## config.mk

```make
export PLATFORM = sky130hd
export DESIGN_NAME = atapi_pio_seq
export DESIGN_NICKNAME = d
export VERILOG_FILES = /design/src/rtl/atapi_pio_pkg.sv /design/src/rtl/atapi_pio_ctrl.sv /design/src/rtl/atapi_pio_dpath.sv /design/src/rtl/atapi_pio_seq.sv
export SDC_FILE = /design/constraint.sdc
export NUM_CORES = 1
export LEC_CHECK = 0
export ABC_AREA = 1
export BUFFER_PORTS_ARGS = -buffer_cell sky130_fd_sc_hd__buf_2
export CORE_MARGIN = 2
export CORE_UTILIZATION = 55
export CTS_CLUSTER_DIAMETER = 40
export DETAILED_ROUTE_END_ITERATION = 10
export PLACE_DENSITY = 0.7
export SLEW_MARGIN = 20
export SYNTH_ARGS = -nofsm -noshare
export SYNTH_HDL_FRONTEND = slang
export SYNTH_SLANG_ARGS = --single-unit
```

## constraint.sdc

```tcl
create_clock -name clk -period 3.2 [get_ports clk]
set_input_delay 0.48 -clock clk [delete_from_list [all_inputs] [get_ports clk]]
set_output_delay 0.48 -clock clk [all_outputs]
set_load 0.02 [all_outputs]
```

## src/rtl/atapi_pio_pkg.sv

```systemverilog
package atapi_pio_pkg;

  localparam int LBA_W   = 32;
  localparam int COUNT_W = 16;
  localparam int LIMIT_W = 16;

  localparam logic [2:0] OFS_DATA   = 3'd0;
  localparam logic [2:0] OFS_LIM_LO = 3'd4;
  localparam logic [2:0] OFS_LIM_HI = 3'd5;
  localparam logic [2:0] OFS_CMDSTS = 3'd7;

  localparam logic [7:0] OPC_PACKET = 8'hA0;
  localparam logic [7:0] OPC_READ10 = 8'h28;

  localparam logic [7:0] STS_BUSY  = 8'h80;
  localparam logic [7:0] STS_READY = 8'h40;
  localparam logic [7:0] STS_DRQ   = 8'h08;

  typedef enum logic [2:0] {
    SEQ_IDLE,
    SEQ_PKT,
    SEQ_DECODE,
    SEQ_PREP,
    SEQ_CHUNK
  } seqState_t;

  typedef struct packed {
    logic pktClear;
    logic pktCapture;
    logic xferLoad;
    logic chunkLoad;
    logic wordAdvance;
  } seqStrobes_t;

endpackage

```

## src/rtl/atapi_pio_ctrl.sv

```systemverilog
module atapi_pio_ctrl
  import atapi_pio_pkg::*;
(
  input  logic        clk,
  input  logic        rstN,
  input  logic [2:0]  hostAddr,
  input  logic        hostWrEn,
  input  logic [7:0]  hostWrByte,
  input  logic        hostRdEn,
  input  logic        pktLast,
  input  logic        xferEmpty,
  input  logic        chunkLast,
  output seqStrobes_t strobes,
  output logic        seqIdle,
  output logic        seqInChunk,
  output logic [7:0]  statusByte,
  output logic        irq
);

  seqState_t state, stateNext;
  logic      raiseIrq;
  logic      statusRead;

  assign statusRead = hostRdEn && (hostAddr == OFS_CMDSTS);

  always_comb begin
    stateNext = state;
    strobes   = '0;
    raiseIrq  = 1'b0;
    case (state)
      SEQ_IDLE: begin
        if (hostWrEn && hostAddr == OFS_CMDSTS && hostWrByte == OPC_PACKET) begin
          strobes.pktClear = 1'b1;
          stateNext        = SEQ_PKT;
        end
      end
      SEQ_PKT: begin
        if (hostWrEn && hostAddr == OFS_DATA) begin
          strobes.pktCapture = 1'b1;
          if (pktLast) stateNext = SEQ_DECODE;
        end
      end
      SEQ_DECODE: begin
        strobes.xferLoad = 1'b1;
        stateNext        = SEQ_PREP;
      end
      SEQ_PREP: begin
        raiseIrq = 1'b1;
        if (xferEmpty) begin
          stateNext = SEQ_IDLE;
        end else begin
          strobes.chunkLoad = 1'b1;
          stateNext         = SEQ_CHUNK;
        end
      end
      SEQ_CHUNK: begin
        if (hostRdEn && hostAddr == OFS_DATA) begin
          strobes.wordAdvance = 1'b1;
          if (chunkLast) stateNext = SEQ_PREP;
        end
      end
      default: stateNext = SEQ_IDLE;
    endcase
  end

  always_ff @(posedge clk) begin
    if (!rstN) begin
      state <= SEQ_IDLE;
      irq   <= 1'b0;
    end else begin
      state <= stateNext;
      if (raiseIrq)        irq <= 1'b1;
      else if (statusRead) irq <= 1'b0;
    end
  end

  always_comb begin
    case (state)
      SEQ_PKT, SEQ_CHUNK:   statusByte = STS_READY | STS_DRQ;
      SEQ_DECODE, SEQ_PREP: statusByte = STS_READY | STS_BUSY;
      default:              statusByte = STS_READY;
    endcase
  end

  assign seqIdle    = (state == SEQ_IDLE);
  assign seqInChunk = (state == SEQ_CHUNK);

endmodule

```

## src/rtl/atapi_pio_dpath.sv

```systemverilog
module atapi_pio_dpath
  import atapi_pio_pkg::*;
#(
  parameter int          BLOCK_BYTES = 2048,
  parameter logic [15:0] DATA_SEED   = 16'h5A3C
) (
  input  logic               clk,
  input  logic               rstN,
  input  logic [2:0]         hostAddr,
  input  logic               hostWrEn,
  input  logic [15:0]        hostWrData,
  input  seqStrobes_t        strobes,
  input  logic               seqIdle,
  input  logic               seqInChunk,
  output logic               pktLast,
  output logic               xferEmpty,
  output logic               chunkLast,
  output logic [LIMIT_W-1:0] limitReg,
  output logic [15:0]        dataWord
);

  localparam int WORDS_PER_BLK = BLOCK_BYTES / 2;
  localparam int WIDX_W        = $clog2(WORDS_PER_BLK);
  localparam int REM_W         = COUNT_W + WIDX_W;
  localparam int CHUNK_W       = LIMIT_W - 1;
  localparam int PKT_WORDS     = 6;

  logic [2:0]         pktIdx;
  logic [7:0]         pktOpc;
  logic [LBA_W-1:0]   pktLba;
  logic [COUNT_W-1:0] pktCnt;

  logic [LBA_W-1:0]   curLba;
  logic [WIDX_W-1:0]  wordIdx;
  logic [REM_W-1:0]   remWords;
  logic [CHUNK_W-1:0] chunkLeft;
  logic [CHUNK_W-1:0] limitWords;

  // limit registers accept writes only between commands
  always_ff @(posedge clk) begin
    if (!rstN) begin
      limitReg <= '0;
    end else if (hostWrEn && seqIdle) begin
      if (hostAddr == OFS_LIM_LO) limitReg[7:0]  <= hostWrData[7:0];
      if (hostAddr == OFS_LIM_HI) limitReg[15:8] <= hostWrData[7:0];
    end
  end

  // packet capture: little-endian word lanes, big-endian multi-byte fields
  always_ff @(posedge clk) begin
    if (!rstN) begin
      pktIdx <= '0;
      pktOpc <= '0;
      pktLba <= '0;
      pktCnt <= '0;
    end else if (strobes.pktClear) begin
      pktIdx <= '0;
    end else if (strobes.pktCapture) begin
      pktIdx <= pktIdx + 3'd1;
      case (pktIdx)
        3'd0: pktOpc <= hostWrData[7:0];
        3'd1: pktLba[31:16] <= {hostWrData[7:0], hostWrData[15:8]};
        3'd2: pktLba[15:0]  <= {hostWrData[7:0], hostWrData[15:8]};
        3'd3: pktCnt[15:8]  <= hostWrData[15:8];
        3'd4: pktCnt[7:0]   <= hostWrData[7:0];
        default: ;
      endcase
    end
  end

  assign pktLast = (pktIdx == 3'(PKT_WORDS - 1));

  assign limitWords = (limitReg == '0) ? {CHUNK_W{1'b1}} : limitReg[LIMIT_W-1:1];

  always_ff @(posedge clk) begin
    if (!rstN) begin
      curLba    <= '0;
      wordIdx   <= '0;
      remWords  <= '0;
      chunkLeft <= '0;
    end else if (strobes.xferLoad) begin
      curLba   <= pktLba;
      wordIdx  <= '0;
      remWords <= (pktOpc == OPC_READ10) ? {pktCnt, {WIDX_W{1'b0}}} : '0;
    end else if (strobes.chunkLoad) begin
      if (remWords < REM_W'(limitWords)) chunkLeft <= remWords[CHUNK_W-1:0];
      else                               chunkLeft <= limitWords;
    end else if (strobes.wordAdvance) begin
      chunkLeft <= chunkLeft - 1'b1;
      remWords  <= remWords - 1'b1;
      wordIdx   <= wordIdx + 1'b1;
      if (wordIdx == WIDX_W'(WORDS_PER_BLK - 1)) curLba <= curLba + 1'b1;
    end
  end

  assign xferEmpty = (remWords == '0);
  assign chunkLast = (chunkLeft == CHUNK_W'(1));

  // pattern-filled block store: content is a function of block and word
  assign dataWord = seqInChunk ? (16'({curLba, wordIdx}) ^ DATA_SEED) : 16'h0000;

endmodule

```

## src/rtl/atapi_pio_seq.sv

```systemverilog
module atapi_pio_seq
  import atapi_pio_pkg::*;
#(
  parameter int          BLOCK_BYTES = 2048,
  parameter logic [15:0] DATA_SEED   = 16'h5A3C
) (
  input  logic        clk,
  input  logic        rstN,
  input  logic [2:0]  hostAddr,
  input  logic        hostWrEn,
  input  logic [15:0] hostWrData,
  input  logic        hostRdEn,
  output logic [15:0] hostRdData,
  output logic        irq
);

  seqStrobes_t        strobes;
  logic               seqIdle;
  logic               seqInChunk;
  logic               pktLast;
  logic               xferEmpty;
  logic               chunkLast;
  logic [7:0]         statusByte;
  logic [LIMIT_W-1:0] limitReg;
  logic [15:0]        dataWord;

  atapi_pio_ctrl u_ctrl (
    .clk        (clk),
    .rstN       (rstN),
    .hostAddr   (hostAddr),
    .hostWrEn   (hostWrEn),
    .hostWrByte (hostWrData[7:0]),
    .hostRdEn   (hostRdEn),
    .pktLast    (pktLast),
    .xferEmpty  (xferEmpty),
    .chunkLast  (chunkLast),
    .strobes    (strobes),
    .seqIdle    (seqIdle),
    .seqInChunk (seqInChunk),
    .statusByte (statusByte),
    .irq        (irq)
  );

  atapi_pio_dpath #(
    .BLOCK_BYTES (BLOCK_BYTES),
    .DATA_SEED   (DATA_SEED)
  ) u_dpath (
    .clk        (clk),
    .rstN       (rstN),
    .hostAddr   (hostAddr),
    .hostWrEn   (hostWrEn),
    .hostWrData (hostWrData),
    .strobes    (strobes),
    .seqIdle    (seqIdle),
    .seqInChunk (seqInChunk),
    .pktLast    (pktLast),
    .xferEmpty  (xferEmpty),
    .chunkLast  (chunkLast),
    .limitReg   (limitReg),
    .dataWord   (dataWord)
  );

  always_comb begin
    case (hostAddr)
      OFS_DATA:   hostRdData = dataWord;
      OFS_LIM_LO: hostRdData = {8'h00, limitReg[7:0]};
      OFS_LIM_HI: hostRdData = {8'h00, limitReg[15:8]};
      OFS_CMDSTS: hostRdData = {8'h00, statusByte};
      default:    hostRdData = 16'h0000;
    endcase
  end

endmodule

```

==> results.sh, run 1 <==
export IMPL_finalCriticalPeriod_ps=2800
export IMPL_totalWireLength_um=17200
export IMPL_grt_overflow=0
export IMPL_die_y_um=111
export IMPL_syn_to_final_growth_pct=9.80
export IMPL_clock_sinks=110
export IMPL_io_pins=40
export IMPL_rsz0062_at_grt="no"
export IMPL_powerDensity_mw_per_mm2=397
export IMPL_grt_max_degree=61
export IMPL_routed_via_density=5.74
export IMPL_die_w_um=111
export IMPL_crit_buf_inv=1
export IMPL_clk_latency_ps=360
export IMPL_cp_slowest_stage_delay_ps=410
export IMPL_yosys_most_used_dff="dfxtp_1"
export IMPL_setup_tns_ps=0
export IMPL_wl_per_cell_um=15.8
export IMPL_die_area_mm2=0.0123
export IMPL_seq_area_frac_synth_pct=34.9
export IMPL_synthCells=911
export IMPL_core_area_mm2=0.0113
export IMPL_fin_crit_sh_pct=87.4
export IMPL_fin_skew_ps=10.6
export IMPL_slowest_stage="dfxtp_1"
export IMPL_critPathCaptureType="register"
export IMPL_avgSynthCellArea_um2=6.92
export IMPL_nets=990
export IMPL_antennaDiodeCount=0
export IMPL_io_buffers=39
export IMPL_cp_start_kind="register"
export IMPL_worst_pin_slew_ps=606
export IMPL_place_area_mm2=0.00661
export IMPL_gp_congestion=0.922
export IMPL_leakage_uw=0.00320
export IMPL_design_area_mm2=0.00692
export IMPL_vias=6253
export IMPL_synth_area_mm2=0.00631
export IMPL_hold_violations=0
export IMPL_cts_max_path_buffers=2
export IMPL_synthDistinctLibCells=53
export IMPL_timing_max_cap_violations=0
export IMPL_synth_net_count=959
export IMPL_vdd_drop_max_mv=0.572
export IMPL_hold_class="input pin to register"
export IMPL_synth_edf_count=0
export IMPL_dp_hpwl_um=12900
export IMPL_crit_fanout=16
export IMPL_cp_depth=16
export IMPL_drv_slew=0
export IMPL_path_cells="nor2_1 > nand2_1 > nor2_1 > nand2_1 > clkinvlp_4 > nor2_1 > ha_1 > a21oi_1 > o21ai_0 > nor2_1 > nand2_1 > nand2_4 > nand2_4 > nand2_1 > nand3_1 > a21oi_1"
export IMPL_antenna_found_initial=0
export IMPL_slew_headroom_pct=59.5
export IMPL_r2r_cells=16
export IMPL_clockRootBuffer="clkbuf_16"
export IMPL_async_reset_ff_share_pct=0
export IMPL_drive_gt1_share_pct=11.6
export IMPL_clk_pin_slew_worst_paths_ps=80
export IMPL_grt_use_total_pct=28.7
export IMPL_setup_violations_final=0
export IMPL_cts_made_buffers=9
export IMPL_critical_path_class="register to register"
export IMPL_grt_pass1_wl_um=28700
export IMPL_cts_tree="done"
export IMPL_hold_path_cell_count=3
export IMPL_start_util_pct=55.7
export IMPL_critPathTopFamily="simple AND/OR/NAND/NOR gates"
export IMPL_yosys_warnings=0
export IMPL_antenna_left=0
export IMPL_dr_pass1_iters=5
export IMPL_required_ps=3490
export IMPL_drc=0
export IMPL_ys_seq_elements=110
export IMPL_max_clock_freq_ghz=0.358
export IMPL_htree_levels=3
export IMPL_grt_pass1_vias=5844
export IMPL_rows=39
export IMPL_worstPathArrival_ps=3090
export IMPL_first_iter_violations=544
export IMPL_status="finished clean"
-- routing by layer --
layer	vias up	global-route usage, %	share of wire, %
met4	0	7.82	1.7
li1	3100	-	-
met5	-	0	0
met1	2928	39.1	46
met3	23	5.96	6.2
met2	202	46.7	47
-- report_power, final --
group          internal, uW  switching, uW  leakage [uW]
registers              1370           6.71      0.000887
clock network           549            576      0.000146
logic                  68.6            173       0.00217
total                  1990            756       0.00320
-- kinds of logic after synthesis --
family | count (synthesis) | share of synthesized area (%)
xor+xnor | 19 | 2.64
flops | 110 | 34.9
simple gates | 369 | 27.0
mux | 1 | 0.159
fa+ha+maj | 25 | 4.96
buf+inv | 158 | 9.92
compound gates | 229 | 20.4
-- placed cells by master (no fill, tap or decap), types with 2 or more instances in the layout --
| master | n |
|---|---|
| nor2_1 | 136 |
| inv_1 | 116 |
| dfxtp_1 | 110 |
| nand2_1 | 107 |
| o21ai_0 | 105 |
| a21oi_1 | 82 |
| nand3_1 | 63 |
| buf_2 | 39 |
| ha_1 | 25 |
| nor3_1 | 16 |
| nand4_1 | 13 |
| xor2_1 | 13 |
| buf_4 | 10 |
| clkbuf_16 | 9 |
| inv_2 | 8 |
| o211ai_1 | 7 |
| xnor2_1 | 6 |
| a31oi_1 | 6 |
| a22oi_1 | 5 |
| o221ai_1 | 5 |
| nor2_4 | 4 |
| nor3_2 | 4 |
| nor3_4 | 3 |
| nor2_2 | 3 |
| or2_2 | 3 |
| nand3b_1 | 3 |
| clkinv_2 | 3 |
| nor4_1 | 3 |
| o21ai_2 | 3 |
| a21oi_2 | 3 |
| inv_8 | 3 |
| nand2_2 | 2 |
| clkinv_1 | 2 |
| nand2_4 | 2 |
| o31ai_1 | 2 |
| o311ai_0 | 2 |
| o32ai_1 | 2 |
| inv_6 | 2 |
-- final timing paths --
| kind | from | to | slack [ps] |
|---|---|---|---|
| max reg2reg | u_dpath.limitReg[15] | u_dpath.chunkLeft[10] | 400 |
| max | u_dpath.limitReg[15] | u_dpath.chunkLeft[10] | 400 |
| min reg2reg | u_dpath.pktCnt[7] | u_dpath.pktCnt[7] | 460 |
| min | hostWrData[14] | u_dpath.pktCnt[14] | 390 |
-- registers in the layout, indices dropped and copies added (netlist names) --
name and cells:
u_dpath.chunkLeft 15, u_dpath.pktIdx 3, u_dpath.limitReg 16, u_ctrl.state 3
u_dpath.pktCnt 16, u_dpath.pktOpc 8, u_dpath.remWords 26, u_ctrl.irq 1
u_dpath.pktLba 6, u_dpath.wordIdx 10, u_dpath.curLba 6
-- timing repair --
action                                  4_1_cts  5_1_grt
buffers inserted                              0        2
endpoints found under the hold margin         0        0
resized for setup                             0        4
endpoints found under the setup margin        0       15
hold buffers                                  0        0
-- worst reg2reg max path, cell delays in order, from the launching register on --
cell	delay, ps
dfxtp_1	410
nor2_1	70
nand2_1	70
nor2_1	40
nand2_1	140
clkinvlp_4	230
nor2_1	310
ha_1	310
a21oi_1	140
o21ai_0	110
nor2_1	140
nand2_1	100
nand2_4	170
nand2_4	150
nand2_1	90
nand3_1	80
a21oi_1	160
-- final cells by class --
cell class | count | area, um2
Fill cell | 1085 | 4400
Multi-Input combinational cell | 643 | 3490
Sequential cell | 110 | 2200
Inverter | 129 | 494
Timing Repair Buffer | 49 | 270
Clock buffer | 9 | 225
Tap cell | 143 | 179
Clock inverter | 7 | 61.3
-- cells in the mapped netlist (2+ instances only) --
library cell	n	area share, %
a21oi_1	82	6.5
a21oi_2	3	0.42
a22oi_1	5	0.60
a31oi_1	6	0.60
buf_2	6	0.48
buf_6	2	0.36
clkbuf_1	19	1.1
clkinv_1	2	0.12
dfxtp_1	110	35
ha_1	25	5.0
inv_1	117	7.0
inv_2	8	0.48
nand2_1	108	6.4
nand2_2	2	0.20
nand3_1	63	5.0
nand3b_1	3	0.36
nand4_1	13	1.3
nor2_1	136	8.1
nor2_2	3	0.30
nor2_4	4	0.71
nor3_1	16	1.3
nor3_2	4	0.63
nor3_4	3	0.77
nor4_1	4	0.40
o211ai_1	7	0.83
o21ai_0	105	8.3
o21ai_2	3	0.42
o221ai_1	5	0.69
o311ai_0	2	0.28
o31ai_1	2	0.24
o32ai_1	2	0.28
or2_2	3	0.30
xnor2_1	6	0.83
xor2_1	13	1.8
-- stage by stage --
| stage | hold slack [ps] | total power [uW] | util, % | std cells | setup slack (ps) |
|---|---|---|---|---|---|
| detailed placement | 447 | 1650 | 58.3 | 1072 | 195 |
| global placement | 434 | 1650 | 58.3 | 1072 | 189 |
| global route | 410 | 2840 | 61.2 | 1090 | 88.1 |
| floorplan | 423 | 1560 | - | 911 | 557 |
| CTS | 381 | 2760 | 60.9 | 1088 | 158 |
| finish | 390 | 2750 | 61.2 | 1090 | 404 |
Note: power is estimated with default switching activity, not from simulation.
==> run 2, diff against run 1 <==
Settings changed: ABC_AREA 1 to unset, CORE_MARGIN 2 to 8.
==> run 2 against run 1 <==
  * Area after synthesis is 4.1% lower
  * Design area is 2.8% lower
  * Fmax fell by 9.2%
  * Via count fell by 5.9%
  * Critical path depth fell by 3
  * Cell count down 14%
  * Flip-flop and latch count unchanged
  * Sequential power hardly changed
  * Largest power group unchanged
==> results.sh, run 2 <==
export IMPL_clk_latency_ps=400
export IMPL_multiInputGateArea_mm2=0.00366
export IMPL_clk_pin_slew_worst_paths_ps=100
export IMPL_worstPathArrival_ps=3370
export IMPL_wl_met3_um=1330
export IMPL_critical_path_class="register to register"
export IMPL_async_reset_ff_share_pct=0
export IMPL_seq_area_frac_synth_pct=36.4
export IMPL_yosys_most_used_dff="dfxtp_1"
export IMPL_htree_levels=3
export IMPL_wl_met2_um=8250
export IMPL_drv_slew=0
export IMPL_die_y_um=121
export IMPL_routed_via_density=6.29
export IMPL_status="finished clean"
export IMPL_regArea_mm2=0.00220
export IMPL_r2r_setup_slack_ps=120
export IMPL_avgSynthCellArea_um2=7.98
export IMPL_post_synth_top_count_cell="dfxtp_1"
export IMPL_combPwrFrac_pct=9.4
export IMPL_synth_mux_area_share_pct=3.25
export IMPL_hold_violations=0
export IMPL_synth_edf_count=0
export IMPL_fin_crit_sh_pct=96.2
export IMPL_cts_max_path_buffers=2
export IMPL_hold_class="input pin to register"
export IMPL_totalWireLength_um=17900
export IMPL_synth_area_mm2=0.00605
export IMPL_gp_congestion=1.11
export IMPL_syn_to_final_growth_pct=11.3
export IMPL_required_ps=3500
export IMPL_first_iter_violations=653
export IMPL_synth_common_cells="dfxtp_1 (110), nand2_1 (97), nor2_1 (73)"
export IMPL_hold_buffers=0
export IMPL_fin_skew_ps=14.7
export IMPL_grt_pass1_vias=5527
export IMPL_leakage_uw=0.00266
export IMPL_nets=839
export IMPL_finalCriticalPeriod_ps=3080
export IMPL_vdd_drop_max_mv=0.378
export IMPL_antenna_found_initial=0
export IMPL_grt_pass1_wl_um=28600
export IMPL_synth_top_cell_area_share_pct=36.4
export IMPL_p_total_uw=2510
export IMPL_clockRootBuffer="clkbuf_8"
export IMPL_ys_seq_elements=110
export IMPL_synthDistinctLibCells=72
export IMPL_drc=0
export IMPL_synth_area_leader_cell="dfxtp_1"
export IMPL_p_switching_uw=660
export IMPL_antenna_left=0
export IMPL_placedCellCount=918
export IMPL_drive_gt1_share_pct=13.7
export IMPL_p_int_uw=1850
export IMPL_wl_per_cell_um=19.2
export IMPL_layout_commonest_cell="dfxtp_1"
export IMPL_ys_top_cells_by_area="dfxtp_1 (36%), nand2_1 (6.0%), a21oi_1 (5.8%)"
export IMPL_synth_net_count=806
export IMPL_synth_simple_area_share_pct=27.8
export IMPL_die_w_um=121
export IMPL_largest_register="u_dpath.remWords"
export IMPL_synthCells=758
export IMPL_reg_top3="u_dpath.remWords (26), u_dpath.limitReg (16), u_dpath.pktCnt (16)"
export IMPL_grt_use_total_pct=24.6
export IMPL_synthXorXnorAreaFrac_pct=4.34
export IMPL_vias=5887
export IMPL_powerDensity_mw_per_mm2=372
export IMPL_dp_hpwl_um=13200
export IMPL_clock_sinks=110
export IMPL_finalNonFillerCells=936
export IMPL_rows=38
export IMPL_swShare_pct=26.3
export IMPL_top_layer_used="met4"
export IMPL_grt_overflow=0
export IMPL_core_area_mm2=0.0108
export IMPL_antennaDiodeCount=0
export IMPL_dr_pass1_iters=5
export IMPL_worst_pin_slew_ps=790
export IMPL_timing_max_cap_violations=0
export IMPL_slew_headroom_pct=47.3
export IMPL_yosys_warnings=0
export IMPL_grt_max_degree=51
export IMPL_io_pins=40
export IMPL_largest_reg_flops=26
export IMPL_synth_compound_area_share_pct=18.7
export IMPL_cp_start_kind="register"
export IMPL_synthAdderAreaFrac_pct=5.17
export IMPL_start_util_pct=56.0
export IMPL_wl_met1_um=7720
export IMPL_cts_made_buffers=9
export IMPL_die_area_mm2=0.0146
export IMPL_crit_fanout=9
export IMPL_synth_top_family_by_area="simple AND/OR/NAND/NOR gates"
export IMPL_io_buffers=39
export IMPL_final_cell_mix="dfxtp_1 (110), nand2_1 (97), nor2_1 (73)"
export IMPL_setup_violations_final=0
export IMPL_fillers=937
export IMPL_clkPwrFrac_pct=35.6
export IMPL_cts_tree="done"
export IMPL_seq_power_share_pct=55.1
export IMPL_critPathCaptureType="register"
export IMPL_max_clock_freq_ghz=0.325
[run 2: cell count changes after synthesis, sizes merged, moves of 8 or more]
cell	change
clkbuf	+13
o21ai	-71
a21oi	-15
or3	+10
nand4b	+8
inv	-105
nand2	-13
nor4	+8
nand3	-11
nor2	-70
and3	+9
mux2i	+13
xnor2	+13
[run 2: path summary, 6_finish.rpt]
check	from	cells after the start	endpoint
hold reg to reg	u_dpath.pktCnt[2]	2	u_dpath.pktCnt[2]
setup / recovery	u_dpath.limitReg[15]	13	u_dpath.chunkLeft[0]
hold / removal	hostWrData[14]	3	u_dpath.pktCnt[14]
setup reg to reg	u_dpath.limitReg[15]	13	u_dpath.chunkLeft[0]
[run 2: through the flow]
| step | hold slack (ps) | setup TNS, ps | setup slack [ps] | util, % | cell area (um2) |
|---|---|---|---|---|---|
| 5_1_grt | 332 | -16.6 | -10.7 | 62.3 | 6730 |
| 3_5_place_dp | 447 | 0 | 16.5 | 59.5 | 6420 |
| 4_1_cts | 320 | 0 | 55.8 | 61.4 | 6630 |
| 6_report | 328 | 0 | 121 | 62.3 | 6730 |
| 3_3_place_gp | 439 | 0 | 113 | 59.5 | 6420 |
| 2_1_floorplan | 427 | 0 | 48.5 | - | 6050 |
[run 2: area by class of cell]
class	instances	area share [%]
Multi-Input combinational cell	585	54.4
Sequential cell	110	32.7
Clock buffer	10	2.05
Inverter	20	1.12
Tap cell	140	2.60
Timing Repair Buffer	65	6.04
Clock inverter	6	1.02
[run 2: kinds of logic after synthesis]
logic type               after synthesis
AND/OR/NAND/NOR                      332
XOR/XNOR                              30
adder cells (fa/ha/maj)               25
flip-flops                           110
AO/OA/AOI/OAI                        179
buffers and inverters                 63
multiplexers                          19
[run 2: power by group through the flow]
stage	Combinational (uW)	Sequential (uW)	Clock (uW)
after floorplan	125	1410	0
after global placement	198	1410	0
after detailed placement	206	1410	0
after CTS	207	1380	902
after global routing	251	1380	953
final	235	1380	891
[run 2: repair_timing]
action	in CTS	in global routing
resized for setup	1	11
setup buffers	0	2
gates cloned	0	0
pin swaps	0	1
endpoints found under the setup margin	1	11
[run 2: worst max-delay path, stage by stage (launching register included)]
cell	delay [ps]
dfxtp_1	370
nor4_4	310
and4_4	320
buf_4	150
nor2_1	60
ha_1	210
a211oi_1	250
o21bai_1	120
a311oi_1	320
o2111ai_1	160
buf_6	170
buf_4	160
mux2i_1	120
a31o_2	260
[run 2: layer usage]
layer	vias up	GRT usage, %
met5	-	0
met4	0	10.8
met3	48	6.00
met2	253	38.4
met1	2759	31.4
li1	2827	-
==> run 3, diff against run 2 <==
--- a/config.mk
+++ b/config.mk
@@ -13,2 +13,3 @@
 export PLACE_DENSITY = 0.7
+export RECOVER_POWER = 50
 export SLEW_MARGIN = 20
--- a/constraint.sdc
+++ b/constraint.sdc
@@ -3,2 +3,2 @@
 set_output_delay 0.48 -clock clk [all_outputs]
-set_load 0.02 [all_outputs]
+set_load 0.05 [all_outputs]
==> run 3 against run 2 <==
  * Die area stayed put
  * Power decreased by 0.57%
  * Design area is 0.28% lower
  * Sequential share of layout area up 0.091 points
  * Flip-flop and latch count is the same
  * Critical path type unchanged
==> results.sh, run 3 (synthesis results as in run 2) <==
export IMPL_leakage_uw=0.00264
export IMPL_clk_latency_ps=390
export IMPL_vdd_drop_max_mv=0.339
export IMPL_fin_skew_ps=11.0
export IMPL_grt_pass1_wl_um=28800
export IMPL_place_area_mm2=0.00645
export IMPL_cp_start_kind="register"
export IMPL_dp_hpwl_um=13500
export IMPL_timing_max_cap_violations=0
export IMPL_antennaDiodeCount=0
export IMPL_regArea_mm2=0.00220
export IMPL_critPathCaptureType="register"
export IMPL_min_from="hostWrData[15]"
export IMPL_totalWireLength_um=18100
export IMPL_wl_per_cell_um=19.2
export IMPL_grt_max_degree=57
export IMPL_final_cell_mix="dfxtp_1 (110), nand2_1 (97), nor2_1 (73)"
export IMPL_die_area_mm2=0.0146
export IMPL_cts_made_buffers=9
export IMPL_nets=846
export IMPL_hold_class="input pin to register"
export IMPL_worstPathArrival_ps=3390
export IMPL_antenna_left=0
export IMPL_first_iter_violations=561
export IMPL_die_y_um=121
export IMPL_clk_pin_slew_worst_paths_ps=110
export IMPL_syn_to_final_growth_pct=10.9
export IMPL_max_clock_freq_ghz=0.323
export IMPL_start_util_pct=56.0
export IMPL_clockRootBuffer="clkbuf_8"
export IMPL_gp_congestion=0.924
export IMPL_crit_fanout=10
export IMPL_io_buffers=39
export IMPL_reg2reg_from="u_dpath.limitReg[3]"
export IMPL_grt_overflow=0
export IMPL_critical_path_class="register to register"
export IMPL_design_area_mm2=0.00671
export IMPL_setup_violations_final=0
export IMPL_hold_path_cell_count=3
export IMPL_antenna_found_initial=0
export IMPL_fin_ws_ps=105
export IMPL_drc=0
export IMPL_grt_use_total_pct=24.9
export IMPL_clock_sinks=110
export IMPL_hold_violations=0
export IMPL_grt_pass1_vias=5582
export IMPL_drv_slew=0
export IMPL_largest_reg_flops=26
export IMPL_dr_pass1_iters=5
export IMPL_status="finished clean"
export IMPL_drive_gt1_share_pct=13.3
export IMPL_layout_commonest_cell="dfxtp_1"
export IMPL_fin_crit_sh_pct=96.7
export IMPL_cts_tree="done"
export IMPL_r2r_cells=13
export IMPL_fillers=971
export IMPL_vias=5902
export IMPL_routed_via_density=6.27
export IMPL_htree_levels=3
export IMPL_cts_max_path_buffers=2
export IMPL_powerDensity_mw_per_mm2=371
export IMPL_largest_register="u_dpath.remWords"
export IMPL_pre_cts_slack_ps=92.6
export IMPL_core_area_mm2=0.0108
export IMPL_worst_pin_slew_ps=726
export IMPL_die_w_um=121
export IMPL_finalCriticalPeriod_ps=3100
export IMPL_io_pins=40
export IMPL_slew_headroom_pct=51.6
export IMPL_multiInputGateArea_mm2=0.00363
export IMPL_reg_top3="u_dpath.remWords (26), u_dpath.limitReg (16), u_dpath.pktCnt (16)"
export IMPL_crit_path_start="u_dpath.limitReg[3]"
export IMPL_required_ps=3490
export IMPL_rows=38
run 3: cell count changes in the layout (fill, tap and decap cells not counted), sizes merged:
cell / change
inv: +2
clkbuf: +6
clkinv: -2
run 3: path summary, 6_finish.rpt:
path / to / slack (ps)
worst max register to register: u_dpath.chunkLeft[0] / 100
worst min-delay path: u_dpath.pktCnt[15] / 310
worst min register to register: u_dpath.pktOpc[5] / 460
worst max-delay path: u_dpath.chunkLeft[0] / 100
run 3: worst max-delay path, stage by stage (launching register included):
cell       delay (ps)
dfxtp_1           360
nor4_2            320
and4_4            280
buf_4             140
nor2_1             70
ha_1              310
a21o_1            170
a21o_1            170
a221oi_1          280
o2111ai_1         180
buf_6             180
buf_4             150
mux2i_1           120
a31o_2            260
run 3: power by group:
group	total [uW]	leakage [uW]	switching, uW	internal (uW)
Sequential	1380	0.000886	5.51	1370
Combinational	222	0.00165	147	75.5
Clock	891	0.000104	516	375
run 3: area by class of cell:
cell class / count / share of cell area, %
inverters: 20 / 1.12
clock buffers: 9 / 1.85
well taps: 140 / 2.61
multi-input cells: 585 / 54.1
flip-flops and latches: 110 / 32.8
repair buffers: 72 / 6.34
clock inverters: 6 / 1.17
run 3: through the flow:
stage | TNS (ps) | cells | utilization (%) | hold WS [ps] | total power [uW]
2_1_floorplan | 0 | 758 | - | 427 | 1540
3_3_place_gp | 0 | 922 | 59.8 | 442 | 1620
3_5_place_dp | 0 | 922 | 59.8 | 447 | 1620
4_1_cts | 0 | 937 | 61.7 | 300 | 2500
5_1_grt | -15.7 | 942 | 62.2 | 303 | 2570
6_report | 0 | 942 | 62.2 | 310 | 2490
run 3: layer usage:
layer / track usage [%] / up-vias / wire, um
li1: - / 2829 / -
met1: 31.2 / 2831 / 7790
met2: 39.9 / 205 / 8530
met3: 6.00 / 37 / 1250
met4: 10.8 / 0 / 493
met5: 0 / - / 0
run 3: timing repair:
item	in CTS	in global routing
resized for setup	0	10
buffers inserted	0	5
endpoints found under the setup margin	0	10
hold buffers	0	0
